### src/rtl/divu_pkg.sv
package divu_pkg;
  typedef enum logic {
    ST_IDLE = 1'b0,
    ST_RUN  = 1'b1
  } divu_state_t;
endpackage

### src/rtl/divu_step.sv
// One restoring step: trial compare of the scaled divisor against the
// remainder, conditional subtract.
module divu_step #(
  parameter int W2 = 32
) (
  input  logic [W2-1:0] rem_i,
  input  logic [W2-1:0] dvsr_i,
  output logic          fit_o,
  output logic [W2-1:0] rem_o
);
  logic [W2:0] diff;

  always_comb begin
    diff  = {1'b0, rem_i} - {1'b0, dvsr_i};
    fit_o = ~diff[W2];
    rem_o = fit_o ? diff[W2-1:0] : rem_i;
  end
endmodule

### src/rtl/divu_ctrl.sv
// Sequencer: idle/run state, iteration counter, done pulse.
module divu_ctrl
  import divu_pkg::*;
#(
  parameter int WIDTH = 16
) (
  input  logic clk,
  input  logic rst,
  input  logic start_i,
  output logic load_o,
  output logic step_o,
  output logic last_o,
  output logic busy_o,
  output logic done_o
);
  localparam int ITERS = WIDTH + 1;
  localparam int CW    = $clog2(ITERS + 1);
  localparam logic [CW-1:0] LAST_IDX = CW'(ITERS - 1);

  divu_state_t   state;
  logic [CW-1:0] iter;

  assign load_o = (state == ST_IDLE) && start_i;
  assign step_o = (state == ST_RUN);
  assign last_o = step_o && (iter == LAST_IDX);
  assign busy_o = (state == ST_RUN);

  always_ff @(posedge clk) begin
    if (rst) begin
      state  <= ST_IDLE;
      iter   <= '0;
      done_o <= 1'b0;
    end else begin
      done_o <= last_o;
      if (load_o) begin
        state <= ST_RUN;
        iter  <= '0;
      end else if (last_o) begin
        state <= ST_IDLE;
        iter  <= '0;
      end else if (step_o) begin
        iter <= iter + 1'b1;
      end
    end
  end

  // Independent run-length count for the latency check.
  logic [CW:0] run_len;
  always_ff @(posedge clk) begin
    if (rst)          run_len <= '0;
    else if (load_o)  run_len <= '0;
    else if (busy_o)  run_len <= run_len + 1'b1;
  end

  assert_launch_R2: assert property (@(posedge clk) disable iff (rst)
    (!busy_o && start_i) |=> busy_o);

  assert_latency_R3: assert property (@(posedge clk) disable iff (rst)
    $rose(done_o) |-> (run_len == (CW+1)'(ITERS)));

  assert_pulse_R4: assert property (@(posedge clk) disable iff (rst)
    done_o |=> !done_o);

  assert_idle_at_done_R4: assert property (@(posedge clk) disable iff (rst)
    done_o |-> !busy_o);

  assert_no_relaunch_R7: assert property (@(posedge clk) disable iff (rst)
    (busy_o && !last_o) |=> (busy_o && !done_o));
endmodule

### src/rtl/divu_datapath.sv
// Operand registers, shifting scaled divisor, stationary remainder,
// quotient shift register and registered results.
module divu_datapath #(
  parameter int WIDTH = 16
) (
  input  logic             clk,
  input  logic             rst,
  input  logic             load_i,
  input  logic             step_i,
  input  logic             last_i,
  input  logic             done_i,
  input  logic [WIDTH-1:0] dividend_i,
  input  logic [WIDTH-1:0] divisor_i,
  output logic [WIDTH-1:0] quotient_o,
  output logic [WIDTH-1:0] remainder_o,
  output logic             div_zero_o
);
  localparam int W2 = 2 * WIDTH;

  logic [W2-1:0]    rem_q, dvsr_q, rem_nx;
  logic [WIDTH-1:0] quo_q, quo_nx;
  logic             fit, zero_q;
  logic [WIDTH-1:0] op_a_q, op_b_q;

  divu_step #(.W2(W2)) u_step (
    .rem_i (rem_q),
    .dvsr_i(dvsr_q),
    .fit_o (fit),
    .rem_o (rem_nx)
  );

  generate
    if (WIDTH > 1) begin : g_qshift
      assign quo_nx = {quo_q[WIDTH-2:0], fit};
    end else begin : g_qbit
      assign quo_nx = fit;
    end
  endgenerate

  always_ff @(posedge clk) begin
    if (rst) begin
      rem_q  <= '0;
      dvsr_q <= '0;
      quo_q  <= '0;
      zero_q <= 1'b0;
      op_a_q <= '0;
      op_b_q <= '0;
    end else if (load_i) begin
      rem_q  <= {{WIDTH{1'b0}}, dividend_i};
      dvsr_q <= {divisor_i, {WIDTH{1'b0}}};
      quo_q  <= '0;
      zero_q <= (divisor_i == '0);
      op_a_q <= dividend_i;
      op_b_q <= divisor_i;
    end else if (step_i) begin
      rem_q  <= rem_nx;
      dvsr_q <= dvsr_q >> 1;
      quo_q  <= quo_nx;
    end
  end

  always_ff @(posedge clk) begin
    if (rst) begin
      quotient_o  <= '0;
      remainder_o <= '0;
      div_zero_o  <= 1'b0;
    end else if (last_i) begin
      quotient_o  <= quo_nx;
      remainder_o <= rem_nx[WIDTH-1:0];
      div_zero_o  <= zero_q;
    end
  end

  assert_rem_shrinks_R9: assert property (@(posedge clk) disable iff (rst)
    step_i |=> (rem_q <= $past(rem_q)));

  assert_identity_R5: assert property (@(posedge clk) disable iff (rst)
    (done_i && op_b_q != '0) |->
      (({{WIDTH{1'b0}}, quotient_o} * {{WIDTH{1'b0}}, op_b_q})
        + {{WIDTH{1'b0}}, remainder_o} == {{WIDTH{1'b0}}, op_a_q}));

  assert_rem_below_div_R5: assert property (@(posedge clk) disable iff (rst)
    (done_i && op_b_q != '0) |-> (remainder_o < op_b_q));

  assert_zero_div_R6: assert property (@(posedge clk) disable iff (rst)
    (done_i && op_b_q == '0) |->
      (div_zero_o && quotient_o == '1 && remainder_o == op_a_q));

  assert_hold_R8: assert property (@(posedge clk) disable iff (rst)
    !done_i |-> ($stable(quotient_o) && $stable(remainder_o) && $stable(div_zero_o)));
endmodule

### src/rtl/divu_seq.sv
module divu_seq #(
  parameter int WIDTH = 16
) (
  input  logic             clk,
  input  logic             rst,
  input  logic             start_i,
  input  logic [WIDTH-1:0] dividend_i,
  input  logic [WIDTH-1:0] divisor_i,
  output logic             busy_o,
  output logic             done_o,
  output logic [WIDTH-1:0] quotient_o,
  output logic [WIDTH-1:0] remainder_o,
  output logic             div_zero_o
);
  logic load, step, last;

  divu_ctrl #(.WIDTH(WIDTH)) u_ctrl (
    .clk    (clk),
    .rst    (rst),
    .start_i(start_i),
    .load_o (load),
    .step_o (step),
    .last_o (last),
    .busy_o (busy_o),
    .done_o (done_o)
  );

  divu_datapath #(.WIDTH(WIDTH)) u_dp (
    .clk        (clk),
    .rst        (rst),
    .load_i     (load),
    .step_i     (step),
    .last_i     (last),
    .done_i     (done_o),
    .dividend_i (dividend_i),
    .divisor_i  (divisor_i),
    .quotient_o (quotient_o),
    .remainder_o(remainder_o),
    .div_zero_o (div_zero_o)
  );

  assert_reset_R1: assert property (@(posedge clk)
    $fell(rst) |-> (!busy_o && !done_o && !div_zero_o &&
                    quotient_o == '0 && remainder_o == '0));
endmodule

### config.mk
export PLATFORM = sky130hd
export DESIGN_NAME = divu_seq
export DESIGN_NICKNAME = d
export VERILOG_FILES = /design/src/rtl/divu_pkg.sv /design/src/rtl/divu_step.sv /design/src/rtl/divu_ctrl.sv /design/src/rtl/divu_datapath.sv /design/src/rtl/divu_seq.sv
export SDC_FILE = /design/constraint.sdc
export NUM_CORES = 1
export LEC_CHECK = 0
export BUFFER_PORTS_ARGS = -buffer_cell sky130_fd_sc_hd__buf_2
export CAP_MARGIN = 20
export CORE_MARGIN = 10
export CORE_UTILIZATION = 30
export CTS_BUF_LIST = sky130_fd_sc_hd__clkbuf_4
export CTS_CLUSTER_SIZE = 20
export DETAILED_ROUTE_END_ITERATION = 8
export PLACE_DENSITY = 0.45
export SLEW_MARGIN = 20
export SYNTH_ARGS = -nofsm -noshare
export SYNTH_HDL_FRONTEND = slang
export SYNTH_SLANG_ARGS = --single-unit
### constraint.sdc
create_clock -name clk -period 7.43 [get_ports clk]
set_input_delay 0.743 -clock clk [delete_from_list [all_inputs] [get_ports clk]]
set_output_delay 0.743 -clock clk [all_outputs]
set_load 0.05 [all_outputs]
==> results.json, run 1 <==
{
  "cp_slowest_stage_delay_ns": 0.71,
  "timing.fmax_mhz": 282,
  "worstHoldPathCells": 2,
  "maxCapViolations": 0,
  "ys_async_sr_fraction": 0,
  "netlist_instances": 742,
  "synth.net_count": 812,
  "yosys_warnings": 0,
  "drt-total-wl_um": 16500,
  "fin_crit_ns": 3.55,
  "die-width_um": 166,
  "htreeDepth": 4,
  "power_mw": 1.63,
  "synth_most_common_cell": "dfxtp_1",
  "power_density_nw_per_um2": 226,
  "yosys.area.top_type": "dfxtp_1",
  "cts_hold_buf": 0,
  "pin_count": 70,
  "synthTopCellsByCount": "120 x dfxtp_1, 81 x nor2_1, 70 x nand2_1",
  "cts.path.max_buffers": 2,
  "final_antenna_net_count": 0,
  "ir_worst_vdd_mv": 0.109,
  "fin_setup_tns_ns": 0,
  "drt_pass1_iterations": 5,
  "outcome": "finished clean",
  "rsz0062_at_grt": "false",
  "synth_cell_type_count": 53,
  "rr_worst_depth": 11,
  "path_clk_slew_ns": 0.11,
  "drc": 0,
  "grt_max_degree": 75,
  "crit_path_max_fanout": 17,
  "post_cts_resize_count": 0,
  "synthTopCellsByArea": "dfxtp_1 38%, mux2i_1 8.6%, a211oi_1 7.2%",
  "synth_ff_type": "dfxtp_1",
  "syn_area_um2": 6400,
  "startpoint": "u_dp.dvsr_q[21]",
  "hp-class": "flop to flop",
  "postCtsSetupBuffers": 0,
  "fin_skew_ns": 0.0222,
  "gr-usage-all-layers": 0.120,
  "layout-drive-gt1-share": 0.138,
  "cp.required_ns": 7.87,
  "cts_root_buf": "clkbuf_4",
  "dp_hpwl_um": 11700,
  "vias": 5290,
  "antenna_found_initial": 1,
  "finalSetupViolCount": 0,
  "initial_core_util": 0.304,
  "crit_type": "flop to flop",
  "crit_arrival_ns": 3.99,
  "seq_area_frac_synth": 0.375,
  "initialDrtViolationCount": 414,
  "timing.rr.end": "u_dp.rem_q[1]",
  "maxSlewViolCount": 0,
  "die_area_um2": 27600,
  "hold_start": "u_dp.quotient_o[12]",
  "leakagePower_nw": 3.10,
  "maxSlewHeadroom": 0.369,
  "area_growth_pct": 12.5,
  "place_congestion": 0.810,
  "crit_end": "u_dp.rem_q[1]",
  "synth_top_area_frac": 0.375,
  "first_global_vias": 5356,
  "num_rows": 53,
  "viasPerCell": 4.92,
  "worst_path_most_repeated_cell": "a211oi_1",
  "rrSetupSlack_ns": 3.88,
  "stdcell_count": 1075,
  "crit_slowest_cell": "a31oi_4",
  "crit_path_end_kind": "flop",
  "rr_startpoint": "u_dp.dvsr_q[21]",
  "die_y_um": 166,
  "hold_viol_final": 0,
  "numPlacedInstances": 1042,
  "fin_area_um2": 7200,
  "ys_ff_latch": 120,
  "synth_edf_count": 0,
  "worst_slew_pin_slew_ns": 0.943,
  "core_um2": 21000,
  "avgSynthCellArea_um2": 8.63,
  "routedWlPerCell_um": 15.4,
  "cts.sinks": 120,
  "finish.net_count": 856,
  "fin_crit_sh": 0.478,
  "place_area_um2": 6940,
  "numCtsBuffers": 17,
  "fill_cells": 2235,
  "grt_pass1_wl_um": 27800,
  "cts_tree": "built",
  "clock_latency_ns": 0.53,
  "port_buffers": 69,
  "grt_overflow": 0,
  "start_kind": "flop",
  "cp_cell_sequence": "inv_1 -> ha_1 -> a21oi_1 -> nor2_1 -> a211oi_1 -> nand3_1 -> a41o_1 -> a211o_1 -> a31oi_4 -> mux2_2 -> a211oi_1"
}
-- where the power goes --
group | internal [mW] | switching (mW)
Sequential | 0.668 | 0.0214
Combinational | 0.212 | 0.278
Clock | 0.203 | 0.245
-- critical path, delay by kind of cell (launching register included) --
family	cells	cell delay [ns]
AO/OA/AOI/OAI	6	2.06
multiplexers	1	0.43
adder cells (fa/ha/maj)	1	0.38
flip-flops	1	0.32
AND/OR/NAND/NOR	2	0.20
buffers and inverters	1	0.06
-- flip-flops by register name (all words and copies together), names as in the netlist --
name,cells
u_dp.div_zero_o,1
u_dp.zero_q,1
u_dp.quo_q,15
u_dp.dvsr_q,32
u_dp.rem_q,32
u_ctrl.iter,5
u_ctrl.busy_o,1
u_ctrl.done_o,1
u_dp.remainder_o,16
u_dp.quotient_o,16
-- area by class of cell --
type,count,area [um^2],area share
multi-input cells,532,3640,0.506
diodes,1,2.50,0.000348
well taps,275,344,0.0478
repair buffers,76,398,0.0553
clock buffers,20,150,0.0209
flip-flops and latches,120,2410,0.334
clock inverters,12,109,0.0151
inverters,39,146,0.0203
-- placed cells by master, fill, tap and decap left out, types with 3 or more instances in the layout --
master,n
nand4_1,7
buf_4,7
nand2_1,70
nor3_1,6
xnor2_1,18
inv_1,39
dfxtp_1,119
clkbuf_4,20
clkinv_1,6
a31oi_1,5
and3_1,4
mux2i_1,55
ha_1,34
o21ai_0,7
buf_2,69
nand2b_1,5
nor4_1,4
o211ai_1,3
a21o_1,16
o21a_1,4
a21oi_1,40
xor2_1,16
nand3_1,14
nor2b_1,17
o21bai_1,3
nor2_1,81
o31ai_1,4
a211oi_1,61
a211o_1,3
o211a_1,18
o21ai_1,9
-- worst min-delay path by stage --
| stage | end |
|---|---|
| 2_1_floorplan | u_dp.quotient_o[15] |
| 5_1_grt | u_dp.quotient_o[6] |
| 4_1_cts | u_dp.quotient_o[6] |
| 6_report | u_dp.quotient_o[12] |
| 3_3_place_gp | u_dp.quotient_o[6] |
| 3_5_place_dp | u_dp.quotient_o[6] |
-- metal layers --
metal | global-route usage | vias up | wire length, um
li1 | - | 2723 | -
met1 | 0.164 | 2459 | 8530
met2 | 0.183 | 99 | 7160
met3 | 0.0329 | 9 | 677
met4 | 0.0289 | 0 | 139
met5 | 0 | - | 0
-- stage by stage --
step / worst slack (ns) / util / hold slack, ns
6_report: 3.88 / 0.343 / 0.458
5_1_grt: 3.54 / 0.343 / 0.484
4_1_cts: 3.83 / 0.342 / 0.462
3_5_place_dp: 3.91 / 0.330 / 0.447
3_3_place_gp: 3.95 / 0.330 / 0.443
2_1_floorplan: 4.52 / - / 0.431
-- kinds of logic (layout without fill, tap and decap cells) --
logic type	after synthesis	after routing	share of synthesized area
AOI/OAI and AO/OA	188	188	0.211
buffers and inverters	90	147	0.0551
other	0	1	0
DFF	120	120	0.375
muxes	57	57	0.0895
and+or+nand+nor	218	218	0.152
adders and majority gates	35	35	0.0696
xor gates and xnor gates	34	34	0.0465
No activity file was read; power rests on OpenSTA's default activity.
==> run 2: changes to the inputs <==
ABC_AREA = 1   (was not set)
PLACE_DENSITY = 0.47   (was 0.45)
clock period = 2.9 ns   (was 7.43 ns; I/O delays follow)
==> run 2 against run 1 <==
Non-clock buffer count increased by 6; via count rose by 32%; combinational power rose to 13 times the previous value; critical path depth is 5 higher; clock-buffer cell count is 3 lower; clock power increased to 2.8 times the previous value; sequential power grew to 2.8 times the previous value; flip-flop and latch count stayed put; global-route usage is 2.2 points higher; critical endpoint is now u_dp.rem_q[31].
==> results.json, run 2 <==
{
  "netlist_instances": 1177,
  "fin_skew_ns": 0.0257,
  "finish.net_count": 1314,
  "drt_pass1_iterations": 5,
  "fin_setup_tns_ns": 0,
  "seq_area_frac_synth": 0.324,
  "cts_tree": "built",
  "rrSetupSlack_ns": 0.30,
  "die_area_um2": 31400,
  "numPlacedInstances": 1548,
  "stdcell_count": 1582,
  "syn_area_um2": 7410,
  "dp_hpwl_um": 17100,
  "crit_path_end_kind": "flop",
  "met3_usage": 0.0247,
  "place_congestion": 0.868,
  "synthTopCellsByCount": "365 x nand2_1, 208 x inv_1, 127 x nor2_1",
  "largestRegisters": "u_dp.dvsr_q (32), u_dp.rem_q (32)",
  "first_global_vias": 6740,
  "cts_root_buf": "clkbuf_4",
  "grt_overflow": 0,
  "maxSlewHeadroom": 0.575,
  "cp_top_family": "simple AND/OR/NAND/NOR gates",
  "cts.path.max_buffers": 2,
  "maxSlewViolCount": 0,
  "grt_use_met2": 0.233,
  "yosys_warnings": 0,
  "cp_cell_sequence": "inv_1 -> ha_1 -> fa_1 -> inv_1 -> nand2_1 -> nand2_1 -> nand3_2 -> nand2_2 -> nand2_2 -> nand2_4 -> nand2_4 -> nand2_8 -> nand2_8 -> inv_8 -> nand3_1 -> and2_1",
  "die_y_um": 177,
  "whs_ns": 0.0448,
  "synth_cell_type_count": 46,
  "final_antenna_net_count": 0,
  "crit_type": "flop to flop",
  "fill_cells": 2759,
  "grt_max_degree": 54,
  "num_rows": 57,
  "ir_worst_vdd_mv": 0.598,
  "maxCapViolations": 0,
  "htreeDepth": 4,
  "rr_startpoint": "u_dp.rem_q[0]",
  "rr_worst_depth": 16,
  "hp-class": "input pin to flop",
  "cp.required_ns": 3.37,
  "worstHoldPathCells": 5,
  "worst_slew_pin_slew_ns": 0.638,
  "timing.rr.end": "u_dp.rem_q[31]",
  "path_clk_slew_ns": 0.14,
  "synth_top_area_frac": 0.324,
  "antenna_found_initial": 1,
  "ys_async_sr_fraction": 0,
  "synth_edf_count": 0,
  "critPathBufInv": 3,
  "routedWlPerCell_um": 13.8,
  "hold_start": "divisor_i[2]",
  "drt-total-wl_um": 21900,
  "leakagePower_nw": 4.35,
  "port_buffers": 69,
  "crit_path_max_fanout": 19,
  "synth_most_common_cell": "nand2_1",
  "outcome": "finished clean",
  "initial_core_util": 0.305,
  "synth.net_count": 1247,
  "fin_crit_ns": 2.60,
  "initialDrtViolationCount": 370,
  "crit_slowest_cell": "fa_1",
  "layout-drive-gt1-share": 0.128,
  "cp_slowest_stage_delay_ns": 0.41,
  "crit_arrival_ns": 3.07,
  "yosys.area.top_type": "dfxtp_1",
  "busiest_layer": "met2",
  "power_density_nw_per_um2": 1120,
  "ys_ff_latch": 120,
  "met1_usage": 0.188,
  "min_to": "u_dp.dvsr_q[18]",
  "numCtsBuffers": 17,
  "start_kind": "flop",
  "area_growth_pct": 12.9,
  "cts.sinks": 120,
  "final_cell_mix": "365 x nand2_1, 208 x inv_1, 126 x nor2_1",
  "drc": 0,
  "grt_pass1_wl_um": 35600,
  "hold_viol_final": 0,
  "core_um2": 24300,
  "viasPerCell": 4.42,
  "die-width_um": 177,
  "synthTopCellsByArea": "dfxtp_1 32%, nand2_1 18%, inv_1 11%",
  "avgSynthCellArea_um2": 6.30,
  "fin_crit_sh": 0.896,
  "vias": 6991,
  "gr-usage-all-layers": 0.142,
  "pin_count": 70,
  "postCtsSetupBuffers": 0,
  "timing.fmax_mhz": 385,
  "finalSetupViolCount": 0,
  "clock_latency_ns": 0.56,
  "synth_ff_type": "dfxtp_1",
  "layout_commonest_cell": "nand2_1",
  "rsz0062_at_grt": "false"
}
run 2: changes by cell type after synthesis, moves of 20 or more:
cell      before  now
inv_1         39  208
clkbuf_1      45   16
o21ai_0        7   27
nand2_1       70  365
mux2i_1       55    0
nor2_1        81  127
a21oi_1       40   72
a211oi_1      61    0
nand3_1       14   67
run 2: worst max path at each step:
stage | startpoint | endpoint | slack, ns | cells after the start
floorplan | u_dp.rem_q[0] | u_dp.rem_q[21] | 0.83 | 16
global placement | u_dp.rem_q[0] | u_dp.rem_q[27] | 0.35 | 16
detailed placement | u_dp.rem_q[0] | u_dp.rem_q[31] | 0.31 | 16
CTS | u_dp.rem_q[0] | u_dp.rem_q[31] | 0.29 | 16
global route | u_dp.rem_q[0] | u_dp.rem_q[31] | 0.1 | 16
finish | u_dp.rem_q[0] | u_dp.rem_q[31] | 0.30 | 16
run 2: kinds of logic after synthesis:
kind of cell | after synthesis | synth area share
AND/OR/NAND/NOR | 620 | 0.352
AO/OA/AOI/OAI | 142 | 0.115
flip-flops | 120 | 0.324
adder cells (fa/ha/maj) | 35 | 0.0601
XOR/XNOR | 12 | 0.0142
buffers and inverters | 248 | 0.135
run 2: cell type report:
| class | count | area (um^2) | share of cell area |
|---|---|---|---|
| Inverter | 214 | 811 | 0.0969 |
| Clock inverter | 15 | 159 | 0.0190 |
| Sequential cell | 120 | 2400 | 0.287 |
| Multi-Input combinational cell | 809 | 4010 | 0.480 |
| Clock buffer | 17 | 128 | 0.0153 |
| Tap cell | 324 | 405 | 0.0484 |
| Timing Repair Buffer | 82 | 445 | 0.0532 |
| Antenna cell | 1 | 2.50 | 0.000299 |
run 2: repair_timing:
action                                  in CTS  in global routing
hold buffers                                 1                  0
endpoints found under the hold margin        1                  0
endpoints found under the setup margin       0                  0
resized for setup                            0                  0
run 2: worst register-to-register path, stage by stage, from the launching register on:
cell and delay, ns:
dfxtp_1 0.34, inv_1 0.06, ha_1 0.21, fa_1 0.41, inv_1 0.12, nand2_1 0.06
nand2_1 0.08, nand3_2 0.07, nand2_2 0.10, nand2_2 0.06, nand2_4 0.08, nand2_4 0.17
nand2_8 0.22, nand2_8 0.16, inv_8 0.17, nand3_1 0.08, and2_1 0.13
run 2: report_power, final:
group	leakage, nW	total, mW	internal (mW)	switching (mW)
sequential	0.973	1.93	1.81	0.119
clock	0.151	1.27	0.461	0.808
combinational	3.22	6.16	1.93	4.22
run 2: layer usage:
| layer | share of wire | wire (um) |
|---|---|---|
| met3 | 0.033 | 720 |
| met5 | 0 | 0 |
| met2 | 0.46 | 10100 |
| met1 | 0.50 | 10800 |
| met4 | 0.012 | 259 |
run 2: through the flow:
stage | total power [mW] | area [um^2] | worst slack [ns] | util
after global placement | 8.14 | 8070 | 0.354 | 0.332
after floorplan | 6.74 | 7410 | 0.827 | -
after CTS | 9.45 | 8370 | 0.291 | 0.344
after global routing | 10.4 | 8370 | 0.0989 | 0.344
after detailed placement | 8.14 | 8070 | 0.308 | 0.332
final | 9.36 | 8370 | 0.300 | 0.344
==> run 3: changes to the inputs <==
BUFFER_PORTS_ARGS = not set   (was -buffer_cell sky130_fd_sc_hd__buf_2)
CTS_CLUSTER_SIZE = 30   (was 20)
DONT_BUFFER_PORTS = 1   (was not set)
PLACE_DENSITY = 0.44   (was 0.47)
SLEW_MARGIN = not set   (was 20)
==> run 3 against run 2 <==
Hold slack better by 0.048 ns; wire length rose by 0.59%; sequential share of layout area barely moved; clock-buffer cell count stayed put; worst setup slack lost 0.019 ns; design area about the same; largest power group unchanged.
==> results.json, run 3 (synthesized netlist as in run 2, its figures left out) <==
{
  "initial_core_util": 0.305,
  "hold_start": "dividend_i[14]",
  "layout-drive-gt1-share": 0.0755,
  "outcome": "finished clean",
  "min_to": "u_dp.rem_q[14]",
  "post_cts_resize_count": 0,
  "gr-usage-all-layers": 0.143,
  "crit_type": "flop to flop",
  "cp_cell_sequence": "inv_1 -> ha_1 -> fa_1 -> inv_1 -> nand2_1 -> nand2_1 -> nand3_2 -> nand2_2 -> nand2_2 -> nand2_4 -> nand2_4 -> nand2_8 -> nand2_8 -> inv_8 -> nand3_1 -> and2_1",
  "grt_use_met2": 0.230,
  "clock_latency_ns": 0.56,
  "timing.rr.end": "u_dp.rem_q[31]",
  "rsz0062_at_grt": "false",
  "die_area_um2": 31400,
  "cts.path.max_buffers": 2,
  "grt_pass1_wl_um": 36000,
  "drt_pass1_iterations": 5,
  "initialDrtViolationCount": 329,
  "rr_startpoint": "u_dp.rem_q[0]",
  "core_um2": 24300,
  "maxSlewHeadroom": 0.321,
  "die_y_um": 177,
  "fin_crit_ns": 2.62,
  "largestRegisters": "u_dp.dvsr_q (32), u_dp.rem_q (32)",
  "area_growth_pct": 12.9,
  "layout_commonest_cell": "nand2_1",
  "crit_path_max_fanout": 19,
  "dp_hpwl_um": 16900,
  "htreeDepth": 4,
  "cts_tree": "built",
  "port_buffers": 0,
  "first_global_vias": 6821,
  "met3_usage": 0.0265,
  "hold_viol_final": 0,
  "grt_max_degree": 80,
  "finalSetupViolCount": 0,
  "path_clk_slew_ns": 0.15,
  "place_congestion": 0.872,
  "power_density_nw_per_um2": 1120,
  "worstHoldPathCells": 3,
  "rr_worst_depth": 16,
  "fin_skew_ns": 0.0249,
  "num_rows": 57,
  "grt_overflow": 0,
  "cts_hold_buf": 33,
  "timing.fmax_mhz": 382,
  "cts.sinks": 120,
  "whs_ns": 0.0931,
  "fin_setup_tns_ns": 0,
  "met1_usage": 0.190,
  "pin_count": 70,
  "drc": 0,
  "final_antenna_net_count": 0,
  "drt-total-wl_um": 22000,
  "cp.required_ns": 3.37,
  "busiest_layer": "met2",
  "start_kind": "flop",
  "die-width_um": 177,
  "crit_arrival_ns": 3.09,
  "crit_path_end_kind": "flop",
  "cts_root_buf": "clkbuf_4",
  "ir_worst_vdd_mv": 0.458,
  "final_cell_mix": "365 x nand2_1, 208 x inv_1, 125 x nor2_1",
  "vias": 6927,
  "antenna_found_initial": 1,
  "finish.net_count": 1276,
  "maxCapViolations": 0,
  "leakagePower_nw": 4.16,
  "crit_slowest_cell": "fa_1",
  "hp-class": "input pin to flop",
  "fin_crit_sh": 0.903,
  "worst_slew_pin_slew_ns": 1.02,
  "postCtsSetupBuffers": 0,
  "cp_slowest_stage_delay_ns": 0.40,
  "maxSlewViolCount": 0,
  "numCtsBuffers": 17,
  "routedWlPerCell_um": 14.3,
  "rrSetupSlack_ns": 0.28,
  "viasPerCell": 4.49
}
-- run 3: worst max path at each step --
stage,start,to
floorplan,u_dp.rem_q[0],u_dp.rem_q[21]
global placement,u_dp.rem_q[0],u_dp.rem_q[31]
detailed placement,u_dp.rem_q[0],u_dp.rem_q[31]
CTS,u_dp.rem_q[0],u_dp.rem_q[31]
global route,u_dp.rem_q[0],u_dp.rem_q[27]
finish,u_dp.rem_q[0],u_dp.rem_q[31]
-- run 3: area by class of cell --
class / instances / area (um^2)
multi-input combinational: 809 / 4020
sequential: 120 / 2410
timing repair buffer: 44 / 420
tap: 324 / 405
fill: 2763 / 16000
inverter: 214 / 811
clock buffer: 17 / 128
clock inverter: 15 / 175
antenna: 1 / 2.50
-- run 3: through the flow --
stage | power [mW] | utilization | area [um^2] | setup slack (ns) | instances
3_3_place_gp | 8.15 | 0.317 | 7710 | 0.339 | 1477
3_5_place_dp | 8.13 | 0.317 | 7710 | 0.269 | 1477
5_1_grt | 10.4 | 0.344 | 8360 | 0.0725 | 1544
4_1_cts | 9.49 | 0.343 | 8350 | 0.280 | 1542
6_report | 9.36 | 0.344 | 8360 | 0.282 | 1544
2_1_floorplan | 6.74 | - | 7410 | 0.827 | 1177
-- run 3: critical path, delay by kind of cell, from the launching register on --
family / cells / cell delay (ns)
DFF: 1 / 0.33
adders and majority gates: 2 / 0.61
buffers and inverters: 3 / 0.35
and+or+nand+nor: 11 / 1.25
-- run 3: power by group --
part	switching (mW)	total [mW]	internal, mW
Sequential	0.117	1.93	1.81
Clock	0.861	1.27	0.409
Combinational	4.21	6.16	1.95
-- run 3: metal layers --
layer / wire length [um] / vias to the layer above
li1: - / 3705
met1: 11000 / 3109
met2: 9930 / 99
met3: 836 / 14
met4: 262 / 0
met5: 0 / -
